`config.mk`:
```
export PLATFORM = sky130hd
export DESIGN_NAME = pipe_code_corrector
export DESIGN_NICKNAME = d
export VERILOG_FILES = /design/src/rtl/pcc_pkg.sv /design/src/rtl/pcc_phase_ctl.sv /design/src/rtl/pcc_stage_align.sv /design/src/rtl/pcc_overlap_adder.sv /design/src/rtl/pcc_code_monitor.sv /design/src/rtl/pipe_code_corrector.sv
export SDC_FILE = /design/constraint.sdc
export NUM_CORES = 1
export LEC_CHECK = 0
export BUFFER_PORTS_ARGS = -buffer_cell sky130_fd_sc_hd__buf_2
export CAP_MARGIN = 0
export CORE_MARGIN = 8
export CORE_UTILIZATION = 60
export CTS_BUF_LIST = sky130_fd_sc_hd__clkbuf_8
export DETAILED_ROUTE_END_ITERATION = 12
export PLACE_DENSITY = 0.76
export SKIP_CTS_REPAIR_TIMING = 1
export SLEW_MARGIN = 40
export SYNTH_ARGS = -nofsm -noshare
export SYNTH_HDL_FRONTEND = slang
export SYNTH_HIERARCHICAL = 1
export SYNTH_SLANG_ARGS = --single-unit
```
`constraint.sdc`:
```
create_clock -name clk -period 2.32 [get_ports clk]
set_input_delay 0.58 -clock clk [delete_from_list [all_inputs] [get_ports clk]]
set_output_delay 0.58 -clock clk [all_outputs]
set_load 0.05 [all_outputs]
```
`src/rtl/pcc_pkg.sv`:
```
// Shared constants and types for the pipelined converter code corrector.
package pcc_pkg;
    localparam int CODE_W = 2;
    typedef logic [CODE_W-1:0] stage_code_t;
    // Decision value that no redundant (1.5-bit) stage may produce.
    localparam stage_code_t CODE_ILLEGAL = 2'd3;
endpackage

```
`src/rtl/pcc_phase_ctl.sv`:
```
// Phase and fill control.
// Toggles a phase bit on every tick so that even ticks are sample instants.
// Counts ticks after reset up to LAT_TICKS. From then on it requests an
// output load on every even tick.
// Assumes: one clk edge = one half-cycle of the sample clock.
module pcc_phase_ctl #(
    parameter int LAT_TICKS = 10
) (
    input  logic clk,
    input  logic rst_n,
    output logic load_o
);
    localparam int CNT_W = $clog2(LAT_TICKS + 1);

    logic             phase_q;
    logic [CNT_W-1:0] fill_q;
    logic             fill_done;

    assign fill_done = (fill_q == CNT_W'(LAT_TICKS));
    assign load_o    = fill_done && !phase_q;

    // Advance the phase and the saturating fill counter on each tick.
    always_ff @(posedge clk) begin
        if (!rst_n) begin
            phase_q <= 1'b0;
            fill_q  <= '0;
        end else begin
            phase_q <= ~phase_q;
            if (!fill_done) begin
                fill_q <= fill_q + CNT_W'(1);
            end
        end
    end
endmodule

```
`src/rtl/pcc_stage_align.sv`:
```
// Per-stage alignment delay.
// Captures one stage's decision on every tick and delays it by DEPTH further
// ticks. All stages then present decisions of the same sample together.
// Assumes: DEPTH >= 0; a depth of zero leaves only the capture register.
module pcc_stage_align
    import pcc_pkg::*;
#(
    parameter int DEPTH = 0
) (
    input  logic        clk,
    input  logic        rst_n,
    input  stage_code_t code_i,
    output stage_code_t code_o
);
    stage_code_t chain_q [DEPTH+1];

    // Shift the decision through the capture register and the delay taps.
    always_ff @(posedge clk) begin
        if (!rst_n) begin
            for (int i = 0; i <= DEPTH; i++) begin
                chain_q[i] <= '0;
            end
        end else begin
            chain_q[0] <= code_i;
            for (int i = 1; i <= DEPTH; i++) begin
                chain_q[i] <= chain_q[i-1];
            end
        end
    end

    assign code_o = chain_q[DEPTH];
endmodule

```
`src/rtl/pcc_overlap_adder.sv`:
```
// Overlap adder.
// Weights aligned stage k (k = 1..NUM_STAGES-1) by 2^(NUM_STAGES-k) and adds
// the last stage with weight 1. Neighbouring weights overlap by one bit, which
// is what lets a redundant decision be corrected by the next stage.
// Assumes: redundant decisions are 0..2 and the last one is 0..3; the sum then
// fits in OUT_W bits without clamping.
module pcc_overlap_adder
    import pcc_pkg::*;
#(
    parameter int NUM_STAGES = 9,
    parameter int OUT_W      = NUM_STAGES + 1
) (
    input  logic [NUM_STAGES*CODE_W-1:0] aligned_i,
    output logic [OUT_W-1:0]             sum_o
);
    // Accumulate the shifted stage decisions.
    always_comb begin
        logic [OUT_W-1:0] acc;
        acc = '0;
        for (int i = 0; i < NUM_STAGES - 1; i++) begin
            acc = acc + (OUT_W'(aligned_i[i*CODE_W +: CODE_W]) << (NUM_STAGES - 1 - i));
        end
        acc   = acc + OUT_W'(aligned_i[(NUM_STAGES-1)*CODE_W +: CODE_W]);
        sum_o = acc;
    end
endmodule

```
`src/rtl/pcc_code_monitor.sv`:
```
// Illegal-decision monitor.
// Raises a sticky flag when any redundant stage presents the reserved value.
// The last (flash) stage may legally use every value and is not watched.
// Assumes: the flag is cleared only by reset.
module pcc_code_monitor
    import pcc_pkg::*;
#(
    parameter int NUM_STAGES = 9
) (
    input  logic                         clk,
    input  logic                         rst_n,
    input  logic [NUM_STAGES*CODE_W-1:0] codes_i,
    output logic                         err_o
);
    logic bad;

    // Look for the reserved value on the redundant stages.
    always_comb begin
        bad = 1'b0;
        for (int i = 0; i < NUM_STAGES - 1; i++) begin
            if (codes_i[i*CODE_W +: CODE_W] == CODE_ILLEGAL) begin
                bad = 1'b1;
            end
        end
    end

    // Keep the flag set once raised.
    always_ff @(posedge clk) begin
        if (!rst_n) begin
            err_o <= 1'b0;
        end else if (bad) begin
            err_o <= 1'b1;
        end
    end
endmodule

```
`src/rtl/pipe_code_corrector.sv`:
```
// Pipelined converter code corrector (top).
// Aligns nine staggered stage decisions, overlap-adds them and registers the
// corrected word once per sample period, with a one-tick valid strobe.
// Assumes: clk runs at twice the sample rate, and stage k's decision for the
// sample at tick t is present at edge t+k.
module pipe_code_corrector
    import pcc_pkg::*;
#(
    parameter int NUM_STAGES = 9
) (
    input  logic                         clk,
    input  logic                         rst_n,
    input  logic [NUM_STAGES*CODE_W-1:0] stage_code_i,
    output logic [NUM_STAGES:0]          word_o,
    output logic                         word_valid_o,
    output logic                         code_err_o
);
    localparam int OUT_W     = NUM_STAGES + 1;
    localparam int LAT_TICKS = NUM_STAGES + 1;

    logic [NUM_STAGES*CODE_W-1:0] aligned;
    logic [OUT_W-1:0]             sum;
    logic                         load;
    logic [OUT_W-1:0]             word_q;
    logic                         valid_q;

    pcc_phase_ctl #(
        .LAT_TICKS(LAT_TICKS)
    ) phase_i (
        .clk   (clk),
        .rst_n (rst_n),
        .load_o(load)
    );

    for (genvar g = 0; g < NUM_STAGES; g++) begin : g_stage
        pcc_stage_align #(
            .DEPTH(NUM_STAGES - 1 - g)
        ) align_i (
            .clk   (clk),
            .rst_n (rst_n),
            .code_i(stage_code_i[g*CODE_W +: CODE_W]),
            .code_o(aligned[g*CODE_W +: CODE_W])
        );
    end

    pcc_overlap_adder #(
        .NUM_STAGES(NUM_STAGES),
        .OUT_W     (OUT_W)
    ) adder_i (
        .aligned_i(aligned),
        .sum_o    (sum)
    );

    pcc_code_monitor #(
        .NUM_STAGES(NUM_STAGES)
    ) mon_i (
        .clk    (clk),
        .rst_n  (rst_n),
        .codes_i(stage_code_i),
        .err_o  (code_err_o)
    );

    // Output latch: take the corrected word on sample-instant ticks only.
    always_ff @(posedge clk) begin
        if (!rst_n) begin
            word_q  <= '0;
            valid_q <= 1'b0;
        end else begin
            valid_q <= load;
            if (load) begin
                word_q <= sum;
            end
        end
    end

    assign word_o       = word_q;
    assign word_valid_o = valid_q;
endmodule

```
==> metrics.md <==
| Metric | Value |
|---|---|
| Share of cells above drive strength 1 | 29.91% |
| CTS tree | built |
| Clk sinks | 107 |
| Number of global-route vias before repair | 1940 |
| Clk buf depth | 2 |
| Final nets | 357 |
| WP data arrival | 2.22 ns |
| Final min period | 1.972 ns |
| Synth-to-Final Area Change | 9.926% |
| Dpl hpwl | 3007 µm |
| Worst-path clk slew | 0.09 ns |
| Metal2 WL | 2192 µm |
| Worst-Skew Late Latency | 0.35 ns |
| Die area | 8694 µm² |
| Slew @ Worst Pin | 0.3514 ns |
| Int Pwr | 2.574 mW |
| Count of different cell masters after synthesis | 34 |
| Unrepaired setup endpoints after global routing | false |
| Die Y | 93.24 µm |
| # IOs | 32 |
| Crit-path max FO | 3 |
| Post-DP Area | 3709 µm² |
| Grt ovf | 0 |
| Power, Total | 3.221 mW |
| Residual DRC | 0 |
| Crit. End Element | register |
| Initial core utilization | 61.18% |
| Fin area | 3935 µm² |
| Row cnt | 28 |
| Post-Synthesis Cells | 298 |
| Total clock buffers created by CTS | 9 |
| Flop-to-flop setup slack | 0.35 ns |
| Metal3 WL | 212 µm |
| Sw Ratio | 20.07% |
| CP Class | reg2reg |
| Pwr dens | 818.4 nW/µm² |
| Vias | 1895 |
| Most frequent cells in the layout | dfxtp_1, and2_1, and2_2 |
| CTS H-tree lvls | 3 |
| Final Slew Violations | 0 |
| Post-Syn Nets | 329 |
| N_diodes | 0 |
| Routed Antenna Nets | 0 |
| Final-report hold violation count | 0 |
| Largest net degree at the start of global routing | 55 |
| Register share of total power | 58.9% |
| Number of max-cap violations | 0 |
| Slew headroom | 76.57% |
| Startpoint types | register |
| Most common cell after layout, fill and taps aside | dfxtp_1 |
| Total GRT Usage | 11.54% |
| Core Area | 5851 µm² |
| Final WL | 4640 µm |
| Drt pass-1 iters | 4 |
| Fillers | 462 |
| Post-synthesis sequential area ratio | 59.84% |
| Initial antenna violation count | 0 |
| P_leak | 1.750 nW |
| Routed wire per std cell | 11.43 µm |
| Clock Skew | 0.006785 ns |
| Endpoints failing setup | 0 |
| Routability Congestion | 0.7464 |
| Max IR drop VDD | 666.1 µV |
| Clk pwr share | 37.8% |
| Status | complete, no violations |
| Ys Warns | 6 |
| Post-route clock period utilization | 84.98% |
| Flops & latches, synth | 107 |
| Logic gate share of total power | 3.3% |
| First-pass GRT wire length | 7879 µm |
| Die X | 93.24 µm |
| Input/output buffers | 31 |
| Initial drt markers | 107 |
| Switching power | 0.6462 mW |
| Post-Syn Area per Cell | 12.01 µm² |
| Met1 wire length | 2098 µm |
| Fmax | 507.2 MHz |
| Mean number of vias per cell | 4.667 |
| Mapped Area | 3580 µm² |
| Hold/Removal Path Class | reg2reg |
| Max Used Layer | met4 |
| Setup TNS | 0 ns |
| Worst EP required | 2.57 ns |
| Root Driver | clkbuf_8 |
[registers in the layout (all words and copies together), names as in the netlist]
register and count:
phase_i/fill_q 4, g_stage.align_i/chain_q 90, mon_i/err_o 1, word_valid_o 1, phase_i/phase_q 1, word_o 10
[area by class of cell]
type                    count  area (µm²)  area share, %
multi-input cells         171        1284          32.62
inverters                   3       11.26         0.2862
repair buffers             34       177.7          4.515
clock inverters             6       88.84          2.258
flip-flops and latches    107        2142          54.44
well taps                  75       93.84          2.385
clock buffers              10       137.6          3.498
[cell families after synthesis]
family | after synthesis | synth area share (%)
buffers and inverters | 20 | 4.299
muxes | 11 | 3.076
and+or+nand+nor | 119 | 22.33
xor gates and xnor gates | 8 | 1.957
AOI/OAI and AO/OA | 22 | 4.439
DFF | 107 | 59.84
adders and majority gates | 11 | 4.055
[critical path, cell delays in order (launching register included)]
cell,delay [ns]
dfxtp_1,0.31
ha_1,0.24
fa_1,0.41
a21o_1,0.20
a21oi_2,0.20
o21ai_0,0.13
xor2_1,0.17
mux2i_1,0.14
nor2b_1,0.06
[power by group through the flow]
| stage | Clock [mW] | Combinational (mW) | Sequential [mW] |
|---|---|---|---|
| after CTS | 1.26 | 0.110 | 1.90 |
| after global placement | 0 | 0.106 | 1.94 |
| final | 1.22 | 0.107 | 1.90 |
| after floorplan | 0 | 0.0724 | 1.94 |
| after global routing | 1.33 | 0.121 | 1.90 |
| after detailed placement | 0 | 0.108 | 1.94 |
[metal layers]
layer  global-route usage (%)  vias to the layer above
met1                    11.47                      845
met3                    3.365                       12
met4                    8.859                        0
li1                         -                      996
met2                    19.92                       42
met5                        0                        -
[synth_stat cells]
| master | number | share of area [%] |
|---|---|---|
| a21o_1 | 2 | 0.42 |
| buf_6 | 5 | 1.6 |
| nand2_1 | 5 | 0.52 |
| ha_1 | 10 | 3.5 |
| dfxtp_1 | 107 | 60 |
| o21ai_0 | 3 | 0.42 |
| nand3b_1 | 1 | 0.21 |
| nor3_1 | 2 | 0.28 |
| clkbuf_1 | 1 | 0.10 |
| a21oi_1 | 6 | 0.84 |
| nand2b_1 | 1 | 0.17 |
| fa_1 | 1 | 0.56 |
| a41oi_1 | 1 | 0.24 |
| inv_1 | 3 | 0.31 |
| nand3_1 | 2 | 0.28 |
| and4b_1 | 1 | 0.28 |
| xor2_1 | 3 | 0.73 |
| a22oi_1 | 2 | 0.42 |
| nand3b_4 | 1 | 0.56 |
| o21bai_1 | 1 | 0.21 |
| and2_1 | 48 | 8.4 |
| a222oi_1 | 1 | 0.28 |
| a221oi_1 | 1 | 0.24 |
| a21boi_0 | 1 | 0.21 |
| o31ai_2 | 1 | 0.35 |
| a21oi_2 | 1 | 0.24 |
| o21a_1 | 1 | 0.21 |
| buf_4 | 11 | 2.3 |
| mux2i_1 | 11 | 3.1 |
| and2_2 | 45 | 9.4 |
| nor2_1 | 1 | 0.10 |
| xnor2_1 | 5 | 1.2 |
| a211oi_2 | 1 | 0.35 |
| nor2b_1 | 12 | 2.1 |
[final timing paths]
kind | end | startpoint | depth (start not counted)
max | word_o[7]$_SDFFE_PN0P_ | g_stage[7].align_i/chain_q[0][2]$_SDFF_PN0_ | 8
min | phase_i/phase_q$_SDFF_PN0_ | phase_i/phase_q$_SDFF_PN0_ | 1
max reg2reg | word_o[7]$_SDFFE_PN0P_ | g_stage[7].align_i/chain_q[0][2]$_SDFF_PN0_ | 8
min reg2reg | phase_i/phase_q$_SDFF_PN0_ | phase_i/phase_q$_SDFF_PN0_ | 1
[stage by stage]
| step | utilization [%] | hold slack (ns) | instances | setup WS, ns |
|---|---|---|---|---|
| 2_1_floorplan | - | 0.3925 | 298 | 0.3558 |
| 3_3_place_gp | 63.39 | 0.4030 | 390 | 0.3981 |
| 3_5_place_dp | 63.39 | 0.4081 | 390 | 0.3653 |
| 4_1_cts | 67.26 | 0.4202 | 406 | 0.3423 |
| 5_1_grt | 67.26 | 0.4167 | 406 | 0.2621 |
| 6_report | 67.26 | 0.4195 | 406 | 0.3483 |
Note: power is estimated with default switching activity, not from simulation.
